$ cat config.mk
export PLATFORM = sky130hd
export DESIGN_NAME = pll_coef_search
export DESIGN_NICKNAME = d
export VERILOG_FILES = /design/src/rtl/pll_search_pkg.sv /design/src/rtl/pll_seq_div.sv /design/src/rtl/pll_ratio_to_index.sv /design/src/rtl/pll_coef_search.sv
export SDC_FILE = /design/constraint.sdc
export NUM_CORES = 2
export LEC_CHECK = 0
export BUFFER_PORTS_ARGS = -buffer_cell sky130_fd_sc_hd__buf_4
export CORE_ASPECT_RATIO = 1.1
export CORE_UTILIZATION = 55
export DETAILED_ROUTE_END_ITERATION = 7
export PLACE_DENSITY = 0.8
export SETUP_SLACK_MARGIN = 0.4
export SYNTH_ARGS = -nofsm -noshare
export SYNTH_HDL_FRONTEND = slang
export SYNTH_SLANG_ARGS = --single-unit
$ cat constraint.sdc
create_clock -name clk -period 8.3 [get_ports clk]
set_clock_uncertainty 0.05 [all_clocks]
set_input_delay 0.83 -clock clk [delete_from_list [all_inputs] [get_ports clk]]
set_output_delay 0.83 -clock clk [all_outputs]
set_load 0.05 [all_outputs]
$ cat src/rtl/pll_search_pkg.sv
package pll_search_pkg;

   localparam int unsigned PL_COUNT = 15;
   localparam int unsigned PL_IDX_W = 4;

   typedef enum logic [3:0] {
      S_IDLE, S_PROV, S_HI, S_LO, S_PLTOP, S_MTOP,
      S_NDIV, S_NTOP, S_VCO, S_ERR, S_FIN, S_RATE
   } srch_state_t;

   // post-divider index to divide ratio; out-of-range indices give 1
   function automatic int unsigned idx_ratio(input int unsigned idx);
      case (idx)
         0:  idx_ratio = 1;
         1:  idx_ratio = 2;
         2:  idx_ratio = 3;
         3:  idx_ratio = 4;
         4:  idx_ratio = 5;
         5:  idx_ratio = 6;
         6:  idx_ratio = 8;
         7:  idx_ratio = 10;
         8:  idx_ratio = 12;
         9:  idx_ratio = 16;
         10: idx_ratio = 12;
         11: idx_ratio = 16;
         12: idx_ratio = 20;
         13: idx_ratio = 24;
         14: idx_ratio = 32;
         default: idx_ratio = 1;
      endcase
   endfunction

endpackage

$ cat src/rtl/pll_seq_div.sv
module pll_seq_div #(
   parameter int unsigned W = 48
) (
   input  logic         clk,
   input  logic         rst_n,
   input  logic         go,
   input  logic [W-1:0] num,
   input  logic [W-1:0] den,
   output logic         fin,
   output logic [W-1:0] quo,
   output logic [W-1:0] rem
);
   localparam int unsigned CNT_W = $clog2(W + 1);

   logic [W-1:0]     acc;
   logic [W-1:0]     qr;
   logic [W-1:0]     dd;
   logic [CNT_W-1:0] cnt;
   logic             active;
   logic [W:0]       trial;

   assign trial = {acc, qr[W-1]};
   assign quo   = qr;
   assign rem   = acc;

   always_ff @(posedge clk or negedge rst_n) begin
      if (!rst_n) begin
         acc    <= '0;
         qr     <= '0;
         dd     <= '0;
         cnt    <= '0;
         active <= 1'b0;
         fin    <= 1'b0;
      end else begin
         fin <= 1'b0;
         if (go) begin
            acc    <= '0;
            qr     <= num;
            dd     <= den;
            cnt    <= CNT_W'(W);
            active <= 1'b1;
         end else if (active) begin
            if (trial >= {1'b0, dd}) begin
               acc <= W'(trial - {1'b0, dd});
               qr  <= {qr[W-2:0], 1'b1};
            end else begin
               acc <= trial[W-1:0];
               qr  <= {qr[W-2:0], 1'b0};
            end
            cnt <= cnt - 1'b1;
            if (cnt == CNT_W'(1)) begin
               active <= 1'b0;
               fin    <= 1'b1;
            end
         end
      end
   end
endmodule

$ cat src/rtl/pll_ratio_to_index.sv
module pll_ratio_to_index
   import pll_search_pkg::*;
#(
   parameter int unsigned RATIO_W = 6,
   parameter int unsigned IDX_W   = PL_IDX_W
) (
   input  logic [RATIO_W-1:0] ratio,
   output logic [IDX_W-1:0]   idx
);
   // lowest index in 0..PL_COUNT-2 whose ratio reaches the request
   always_comb begin
      idx = IDX_W'(PL_COUNT - 1);
      for (int k = PL_COUNT - 2; k >= 0; k--) begin
         if (idx_ratio(k) >= 32'(ratio))
            idx = IDX_W'(k);
      end
   end
endmodule

$ cat src/rtl/pll_coef_search.sv
module pll_coef_search
   import pll_search_pkg::*;
#(
   parameter int unsigned FREQ_W    = 32,
   parameter int unsigned M_W       = 8,
   parameter int unsigned N_W       = 8,
   parameter int unsigned M_MIN     = 1,
   parameter int unsigned M_MAX     = 255,
   parameter int unsigned N_MIN     = 8,
   parameter int unsigned N_MAX     = 255,
   parameter int unsigned VCO_MIN   = 1000000,
   parameter int unsigned VCO_MAX   = 2064000,
   parameter int unsigned U_MIN     = 12000,
   parameter int unsigned U_MAX     = 38000,
   parameter int unsigned DIV_MIN   = 1,
   parameter int unsigned DIV_MAX   = 32,
   parameter int unsigned MARGIN    = 50,
   parameter int unsigned DEF_PL    = 1
) (
   input  logic                clk,
   input  logic                rst_n,
   input  logic                start,
   input  logic [FREQ_W-1:0]   ref_khz,
   input  logic [FREQ_W-1:0]   target_khz,
   output logic [M_W-1:0]      m_out,
   output logic [N_W-1:0]      n_out,
   output logic [PL_IDX_W-1:0] pl_out,
   output logic [FREQ_W-1:0]   rate_khz,
   output logic                done,
   output logic                inexact
);
   localparam int unsigned RATIO_W = $clog2(DIV_MAX + 1);
   localparam int unsigned MN_W    = (M_W > N_W) ? M_W : N_W;
   localparam int unsigned WIDE    = FREQ_W + RATIO_W + MN_W + 2;
   localparam int unsigned PLC_W   = PL_IDX_W + 1;

   localparam logic [WIDE-1:0] K_VCO_MIN = WIDE'(VCO_MIN);
   localparam logic [WIDE-1:0] K_VCO_MAX = WIDE'(VCO_MAX);
   localparam logic [WIDE-1:0] K_U_MIN   = WIDE'(U_MIN);
   localparam logic [WIDE-1:0] K_U_OVER  = WIDE'(U_MAX + 1);
   localparam logic [WIDE-1:0] K_DIV_MIN = WIDE'(DIV_MIN);
   localparam logic [WIDE-1:0] K_DIV_MAX = WIDE'(DIV_MAX);
   localparam logic [WIDE-1:0] K_N_MAX   = WIDE'(N_MAX);

   if (M_MAX >= (1 << M_W)) begin : g_bad_m
      $error("M_MAX does not fit in M_W bits");
   end
   if (N_MAX >= (1 << N_W)) begin : g_bad_n
      $error("N_MAX does not fit in N_W bits");
   end
   if (M_MIN < 1 || N_MIN > N_MAX || U_MIN > U_MAX || VCO_MIN >= VCO_MAX) begin : g_bad_lim
      $error("inconsistent search limits");
   end
   if (DIV_MIN < 1 || DIV_MAX < DIV_MIN || DEF_PL >= PL_COUNT) begin : g_bad_div
      $error("inconsistent post-divider limits");
   end

   srch_state_t          st;
   logic [FREQ_W-1:0]    ref_q;
   logic [WIDE-1:0]      tgt2, tvco, vmax;
   logic [PL_IDX_W-1:0]  hi_idx;
   logic [PLC_W-1:0]     pl_idx;
   logic [M_W:0]         m_cnt;
   logic [N_W:0]         n_cnt, n_hi;
   logic [M_W-1:0]       best_m;
   logic [N_W-1:0]       best_n;
   logic [PL_IDX_W-1:0]  best_pl;
   logic [WIDE-1:0]      best_err;
   logic                 busy;

   logic                 div_go, div_fin;
   logic [WIDE-1:0]      div_num, div_den, div_quo, div_rem;

   logic [WIDE-1:0]      prov_sum, vmax_c, ratio_w, best_ratio_w, ref_w, m_w, err_c;
   logic [RATIO_W-1:0]   ratio_clamped;
   logic [PL_IDX_W-1:0]  mapped_idx;

   assign busy         = (st != S_IDLE);
   assign prov_sum     = tgt2 + div_quo;
   assign vmax_c       = (prov_sum > K_VCO_MAX) ? prov_sum : K_VCO_MAX;
   assign ratio_w      = WIDE'(idx_ratio(32'(pl_idx)));
   assign best_ratio_w = WIDE'(idx_ratio(32'(best_pl)));
   assign ref_w        = WIDE'(ref_q);
   assign m_w          = WIDE'(m_cnt);
   assign err_c        = (div_quo >= tgt2) ? (div_quo - tgt2) : (tgt2 - div_quo);

   always_comb begin
      if (div_quo > K_DIV_MAX)
         ratio_clamped = RATIO_W'(DIV_MAX);
      else if (div_quo < K_DIV_MIN)
         ratio_clamped = RATIO_W'(DIV_MIN);
      else
         ratio_clamped = div_quo[RATIO_W-1:0];
   end

   pll_seq_div #(.W(WIDE)) u_div (
      .clk (clk), .rst_n (rst_n), .go (div_go), .num (div_num), .den (div_den),
      .fin (div_fin), .quo (div_quo), .rem (div_rem)
   );

   pll_ratio_to_index #(.RATIO_W(RATIO_W), .IDX_W(PL_IDX_W)) u_rev (
      .ratio (ratio_clamped), .idx (mapped_idx)
   );

   always_ff @(posedge clk or negedge rst_n) begin
      if (!rst_n) begin
         st       <= S_IDLE;
         ref_q    <= '0;
         tgt2     <= '0;
         tvco     <= '0;
         vmax     <= '0;
         hi_idx   <= '0;
         pl_idx   <= '0;
         m_cnt    <= '0;
         n_cnt    <= '0;
         n_hi     <= '0;
         best_m   <= '0;
         best_n   <= '0;
         best_pl  <= '0;
         best_err <= '0;
         div_go   <= 1'b0;
         div_num  <= '0;
         div_den  <= '0;
         m_out    <= '0;
         n_out    <= '0;
         pl_out   <= '0;
         rate_khz <= '0;
         done     <= 1'b0;
         inexact  <= 1'b0;
      end else begin
         div_go <= 1'b0;
         done   <= 1'b0;
         case (st)
            S_IDLE: if (start) begin
               ref_q    <= ref_khz;
               tgt2     <= WIDE'(target_khz) << 1;
               div_num  <= WIDE'(target_khz) << 1;
               div_den  <= WIDE'(MARGIN);
               div_go   <= 1'b1;
               best_m   <= M_W'(M_MAX);
               best_n   <= N_W'(N_MIN);
               best_pl  <= PL_IDX_W'(DEF_PL);
               best_err <= '1;
               st       <= S_PROV;
            end
            S_PROV: if (div_fin) begin
               tvco    <= prov_sum;
               vmax    <= vmax_c;
               div_num <= vmax_c + prov_sum - 1'b1;
               div_den <= prov_sum;
               div_go  <= 1'b1;
               st      <= S_HI;
            end
            S_HI: if (div_fin) begin
               hi_idx  <= mapped_idx;
               div_num <= K_VCO_MIN;
               div_den <= tvco;
               div_go  <= 1'b1;
               st      <= S_LO;
            end
            S_LO: if (div_fin) begin
               pl_idx <= PLC_W'(mapped_idx);
               st     <= S_PLTOP;
            end
            S_PLTOP: begin
               if (pl_idx > PLC_W'(hi_idx)) begin
                  st <= S_FIN;
               end else begin
                  tvco  <= tgt2 * ratio_w;
                  m_cnt <= (M_W + 1)'(M_MIN);
                  st    <= S_MTOP;
               end
            end
            S_MTOP: begin
               if (m_cnt > (M_W + 1)'(M_MAX) || ref_w < K_U_MIN * m_w) begin
                  pl_idx <= pl_idx + 1'b1;
                  st     <= S_PLTOP;
               end else if (ref_w >= K_U_OVER * m_w) begin
                  m_cnt <= m_cnt + 1'b1;
               end else begin
                  div_num <= tvco * m_w;
                  div_den <= ref_w;
                  div_go  <= 1'b1;
                  st      <= S_NDIV;
               end
            end
            S_NDIV: if (div_fin) begin
               if (div_quo > K_N_MAX) begin
                  pl_idx <= pl_idx + 1'b1;
                  st     <= S_PLTOP;
               end else begin
                  n_cnt <= (N_W + 1)'(div_quo);
                  n_hi  <= (N_W + 1)'(div_quo) + ((div_rem != '0) ? 1'b1 : 1'b0);
                  st    <= S_NTOP;
               end
            end
            S_NTOP: begin
               if (n_cnt > n_hi) begin
                  m_cnt <= m_cnt + 1'b1;
                  st    <= S_MTOP;
               end else if (n_cnt < (N_W + 1)'(N_MIN)) begin
                  n_cnt <= n_cnt + 1'b1;
               end else if (n_cnt > (N_W + 1)'(N_MAX)) begin
                  m_cnt <= m_cnt + 1'b1;
                  st    <= S_MTOP;
               end else begin
                  div_num <= ref_w * WIDE'(n_cnt);
                  div_den <= m_w;
                  div_go  <= 1'b1;
                  st      <= S_VCO;
               end
            end
            S_VCO: if (div_fin) begin
               if (div_quo >= K_VCO_MIN && div_quo <= vmax) begin
                  div_num <= div_quo + (ratio_w >> 1);
                  div_den <= ratio_w;
                  div_go  <= 1'b1;
                  st      <= S_ERR;
               end else begin
                  n_cnt <= n_cnt + 1'b1;
                  st    <= S_NTOP;
               end
            end
            S_ERR: if (div_fin) begin
               if (err_c < best_err) begin
                  best_err <= err_c;
                  best_m   <= m_cnt[M_W-1:0];
                  best_n   <= n_cnt[N_W-1:0];
                  best_pl  <= pl_idx[PL_IDX_W-1:0];
               end
               if (err_c == '0) begin
                  st <= S_FIN;
               end else begin
                  n_cnt <= n_cnt + 1'b1;
                  st    <= S_NTOP;
               end
            end
            S_FIN: begin
               div_num <= ref_w * WIDE'(best_n);
               div_den <= (WIDE'(best_m) * best_ratio_w) << 1;
               div_go  <= 1'b1;
               st      <= S_RATE;
            end
            S_RATE: if (div_fin) begin
               m_out    <= best_m;
               n_out    <= best_n;
               pl_out   <= best_pl;
               rate_khz <= (|div_quo[WIDE-1:FREQ_W]) ? '1 : div_quo[FREQ_W-1:0];
               inexact  <= (best_err != '0);
               done     <= 1'b1;
               st       <= S_IDLE;
            end
            default: st <= S_IDLE;
         endcase
      end
   end
endmodule

**Word-level counts from Yosys, hierarchy flattened**

Memory sizes are Yosys's and may differ from the RTL's.
Index checks and enable logic that the tools add are counted.
W data, S select, Z words.

- Flip-flop bits (word level): 571
- ROM bits: 192
- Word-level logic and storage cells: 266
- Memories: 2

- $add $sub $neg: 12
- Multiply operators: 7
- Magnitude comparators: 28
- Eq/ne operators: 38
- Muxes and demuxes: 122
- Bitwise gates (word level): 1
- Reduce and logical (&&, ||, !) cells: 27

Memory list:

| memory | words | bits a word | rd ports | clocked after memory_dff | wr ports | line | RTL |
|---|---|---|---|---|---|---|---|
| (name not given) | 16 | 6 | 1 | 0 | 0 | pll_search_pkg.sv:13 | `case (idx)` |
| (name not given) | 16 | 6 | 1 | 0 | 0 | pll_search_pkg.sv:13 |  |

Operators by type and width:

| kind | count |
|---|---|
| $mux W48 | 31 |
| $pmux W48 S7 | 2 |
| $pmux W48 S2 | 2 |
| $mux W9 | 14 |
| $mux W4 | 26 |
| $reduce_bool A48 Y1 | 2 |
| $mux W32 | 2 |
| $ge A49 B48 Y1 | 1 |
| $add A33 B48 Y48 | 1 |
| $add A48 B31 Y48 | 1 |
| $add A48 B48 Y48 | 1 |
| $ge A48 B20 Y1 const B | 1 |
| $ge A48 B33 Y1 | 1 |
| $gt A48 B21 Y1 const B | 1 |
| $gt A48 B6 Y1 const B | 1 |
| $gt A48 B8 Y1 const B | 1 |
| $le A48 B48 Y1 | 1 |
| $logic_not A48 Y1 | 1 |
| $lt A48 B1 Y1 const B | 1 |
| $lt A48 B48 Y1 | 1 |
| $mul A48 B9 Y48 | 1 |
| $mux W8 | 6 |
| $pmux W4 S12 | 1 |
| $sub A33 B48 Y48 | 1 |
| 61 further kinds | 134 |

**Logic depth before layout (Yosys ltp)**

- Depth in word-level cells: 18
- Gate-level depth with buffers: 38
- Mapped depth without buffers: 36

**Cells and area by module**

A second synthesis with hierarchy kept.

- Cell total of the unflattened synthesis: 10033
- Area total of the unflattened synthesis: 83239.8 sq um

Modules (own cells, without submodules):

| module | times used | cells an instance | area an instance (sq um) | sequential area each (sq um) |
|---|---|---|---|---|
| pll_coef_search | 1 | 8883 | 73521.8 | 10485.1 |
| pll_seq_div | 1 | 1125 | 9552.9 | 3803.6 |
| pll_ratio_to_index | 1 | 25 | 165.2 | 0.0 |

**Least setup slack after synthesis**

Ideal clock, no wire load.

- Kind: register to register
- Start: reg tgt2[25]
- End: reg div_num[38]
- Library setup time: 0.126 ns
- Arrival time: 7.804 ns
- Data required time: 8.124 ns
- Path slack: 0.320 ns
- Cell stages (with the launch flop): 34
- Path buffers: 3
- Cells stage by stage: dfrtp_1 inv_1 ha_1 buf_6 or4_4 or3_1 nor3_2 and4bb_2 nor2_1 xnor2_1 or4_1 nor4_1 and3_1 buf_2 clkbuf_1 nand2_1 ha_1 a211oi_1 o21bai_1 a21oi_1 o21bai_1 a21oi_1 a21oi_1 nor4_1 nand3_1 or2_2 a211oi_1 and3b_1 a21oi_1 a41o_1 a31oi_1 xnor2_1 nor2_1 o32a_1

- Word-level cells in the longest chain between the ends: 7

RTL lines:

| item | line | RTL |
|---|---|---|
| start, declared | pll_coef_search.sv:60 | `logic [WIDE-1:0] tgt2, tvco, vmax;` |
| start signal, assigned | pll_coef_search.sv:136 | `tgt2 <= WIDE'(target_khz) << 1;` |
| $add A33 B48 Y48 * | pll_coef_search.sv:79 | `assign prov_sum = tgt2 + div_quo;` |
| $gt A48 B21 Y1 | pll_coef_search.sv:80 | `assign vmax_c = (prov_sum > K_VCO_MAX) ? prov_sum : K_VCO_MAX;` |
| $mux W48 | pll_coef_search.sv:80 |  |
| $add A48 B48 Y48 * | pll_coef_search.sv:149 | `div_num <= vmax_c + prov_sum - 1'b1;` |
| $sub A48 B1 Y48 * | pll_coef_search.sv:149 |  |
| $mux W48 * | pll_coef_search.sv:146 | `S_PROV: if (div_fin) begin` |
| $pmux W48 S7 * | pll_coef_search.sv:133 | `case (st)` |
| end signal, assigned | pll_coef_search.sv:137 | `div_num <= WIDE'(target_khz) << 1;` |
| end signal, assigned | pll_coef_search.sv:149 |  |
| end signal, assigned | pll_coef_search.sv:181 | `div_num <= tvco * m_w;` |
| end, declared | pll_coef_search.sv:72 | `logic [WIDE-1:0] div_num, div_den, div_quo, div_rem;` |

Every way passes the cells marked *; elsewhere a longest branch is shown, timed or not. The select of a mux whose other input is x is not followed.
A chain may end at the register's enable or synchronous reset.

**Worst setup path in the final report**

- Start: reg tgt2[1]
- End: reg div_num[46]

Same word-level chain as after synthesis.

==> results.toml <==
[outcome]
status = "finished, final reports clean"

[placement]
dp_hpwl_um = 257000
io_buffers = 120
dpl-instance-area_um2 = 88800
gp_congestion = 1.04

[yosys]
synth-xor-area-share = 0.0402
synth-compound-area-share = 0.158
synth.most_common_cell = "inv_1"
synth_top_family_by_area = "adder cells"
yosysWarnings = 0
synthDistinctLibCells = 108
synth_mux_area_frac = 0.0338
synth_flop_cell = "dfrtp_1"
synth-adder-area-share = 0.335
synthCells = 9909
synth_edf_count = 0
yosysTopAreaCellShare = 0.212
yosysTopAreaCell = "fa_1"
synth_common_cells = "1295 x inv_1, 1267 x nand2_1, 881 x fa_1"
yosys.area_share.simple = 0.176
ys_top_cells_by_area = "fa_1 21%, dfrtp_1 17%, ha_1 12%, inv_1 5.9%, nand2_1 5.7%"
syn_area_um2 = 83100
async_reset_ff_frac = 1.00
yosysSeqAreaShare = 0.172
synth-seq-cells = 571
syn_area_per_cell_um2 = 8.38

[route]
routedWlPerCell_um = 26.6
postRouteAntennaNets = 0
firstDrtPassIters = 8
num_vias = 77500
drc = 0
initialDrtViolationCount = 8388
drt_wl_total_um = 325000
vias_per_cell = 6.35

[setup_path]
crit_buf_inv = 9
reg2regPathDepth = 40
crit_required_ns = 8.90
slowest_stage = "or4b_4"
critPathMaxStageDelay_ns = 0.50
r2r_start = "tgt2[1]"
crit_arrival_ns = 8.49
crit_path_start_kind = "flop"
crit_path_frequent_cell = "buf_4"
r2r-end = "div_num[46]"
cp_top_family = "simple AND/OR/NAND/NOR gates"
end_kind = "flop"
crit_path_max_fanout = 4
crit_type = "reg2reg"
ff2ff_setup_slack_ns = 0.41

[sta]
period_needed_ns = 7.89
fmax_mhz = 127
worst_slew_pin_slew_ns = 1.25
maxSlewViolCount = 0
slew_headroom = 0.155
timing.final.hold_violations = 0
fin_crit_sh = 0.950
setup_viol = 0
rsz0062_at_grt = "true"

[layout]
syn2layout_area_growth_pct = 11.7
drive_gt1_frac = 0.118
final_area_um2 = 92800
fillers = 12900
fin_nets = 11900

[min_path]
min-delay-path-class = "in2async"

[clock_tree]
clk_pin_slew_ns = 0.06
numCtsBuffers = 77
cts.sinks = 571
cts_tree = "built"
h-tree-depth = 3
cts_buffer_depth = 3
insertion_delay_ns = 0.74
holdBufCountCts = 0
cts_root_buffer = "clkbuf_16"

[floorplan]
fp.coreArea_um2 = 150000
ios = 121
die_w_um = 373
die_h_um = 410
fp-row-count = 149
dieArea_um2 = 153000
initial_utilization = 0.554

[global_route]
grt_max_degree = 136
antenna_found_initial = 17
grt_pass1_wl_um = 488000
grt_pass1_vias = 78000
grtUsageTotal = 0.426
grt-ovfl-total = 0

[run]
drv_cap = 0
-- cell type report --
class                      instances  area, um^2  share of cell area
antenna                           11        27.5            0.000297
inverter                        1302        4890              0.0527
multi-input combinational       7496       62800               0.676
timing repair buffer             719        5610              0.0604
tap                             1963        2460              0.0265
clock inverter                    53         721             0.00777
sequential                       571       14300               0.154
clock buffer                      89        2040              0.0220
-- routing by layer --
layer	up-vias	GRT usage	routed length, um
met5	-	0	147
met4	14	0.310	29000
met3	1257	0.110	34400
met2	4378	0.648	142000
met1	38300	0.521	119000
li1	33600	-	-
-- timing repair --
item | 4_1_cts | 5_1_grt
buffers inserted | 2 | 34
endpoints found under the hold margin | 0 | 0
setup endpoints to repair | 45 | 187
pin swaps | 17 | 75
cloned | 0 | 2
gates resized for setup | 45 | 160
-- sequential cells by signal (all words and copies together), names as in the netlist, 5 cells and up --
name	flops
m_cnt	9
n_out	8
m_out	8
best_n	8
tvco	48
u_div.cnt	6
best_err	48
n_cnt	9
u_div.rem	48
best_m	8
u_div.dd	48
tgt2	32
vmax	48
div_num	48
rate_khz	32
pl_idx	5
div_den	48
n_hi	9
u_div.quo	48
ref_q	32
-- worst register-to-register path, delay by kind of cell (launching register included) --
family	cells	cell delay [ns]
flops	1	0.40
compound gates	14	2.53
buf+inv	9	1.34
simple gates	13	2.66
fa+ha+maj	3	0.62
mux	1	0.22
-- worst max-delay path by stage --
stage,startpoint,endpoint,slack [ns],cells past startpoint
final,tgt2[1],div_num[46],0.41,40
after global routing,tgt2[1],div_num[44],0.1,40
after CTS,m_cnt[4],div_num[46],0.36,26
after detailed placement,tgt2[2],div_num[46],-0.42,38
after global placement,tgt2[2],div_num[38],-0.30,37
after floorplan,tgt2[25],div_num[38],0.43,33
-- cells by family after synthesis --
family | after synthesis
other | 1
AND/OR/NAND/NOR | 3073
adder cells (fa/ha/maj) | 1695
buffers and inverters | 1866
AO/OA/AOI/OAI | 2056
multiplexers | 266
flip-flops | 571
XOR/XNOR | 381
-- through the flow --
step | worst slack (ns) | hold slack [ns] | util | cells | TNS, ns
after floorplan | 0.433 | 0.398 | - | 9933 | 0
after global placement | -0.301 | 0.412 | 0.593 | 12000 | -1.64
after detailed placement | -0.417 | 0.421 | 0.593 | 12000 | -2.73
after CTS | 0.360 | 0.118 | 0.613 | 12200 | 0
after global routing | 0.0961 | 0.131 | 0.619 | 12200 | 0
final | 0.414 | 0.0496 | 0.619 | 12200 | 0
-- layout by cell type, fill, tap and decap left out, types with 33 or more instances in the layout --
master	netlist	layout
o211ai_1	83	83
o21bai_1	79	76
nand4_1	98	98
nor2_1	534	519
and2_1	417	416
o21ai_0	475	458
buf_4	2	692
fa_1	881	878
a211oi_1	57	47
nand2_1	1267	1261
mux2_2	115	115
clkbuf_16	0	79
dfrtp_1	571	553
nand3_1	123	120
a21oi_1	577	555
o22ai_1	40	38
mux2i_1	150	148
xor2_1	110	110
a31oi_1	71	64
nand2b_1	83	82
nor2b_1	79	77
and3_1	46	43
inv_1	1295	1291
o21a_1	50	49
ha_1	814	807
a21o_1	214	213
nor4_1	136	129
o22a_1	33	33
xnor2_1	271	269
nor3_1	129	121
Power is not shown: default switching activity piles up to over one toggle a cycle in this logic, so the estimate is an artifact.
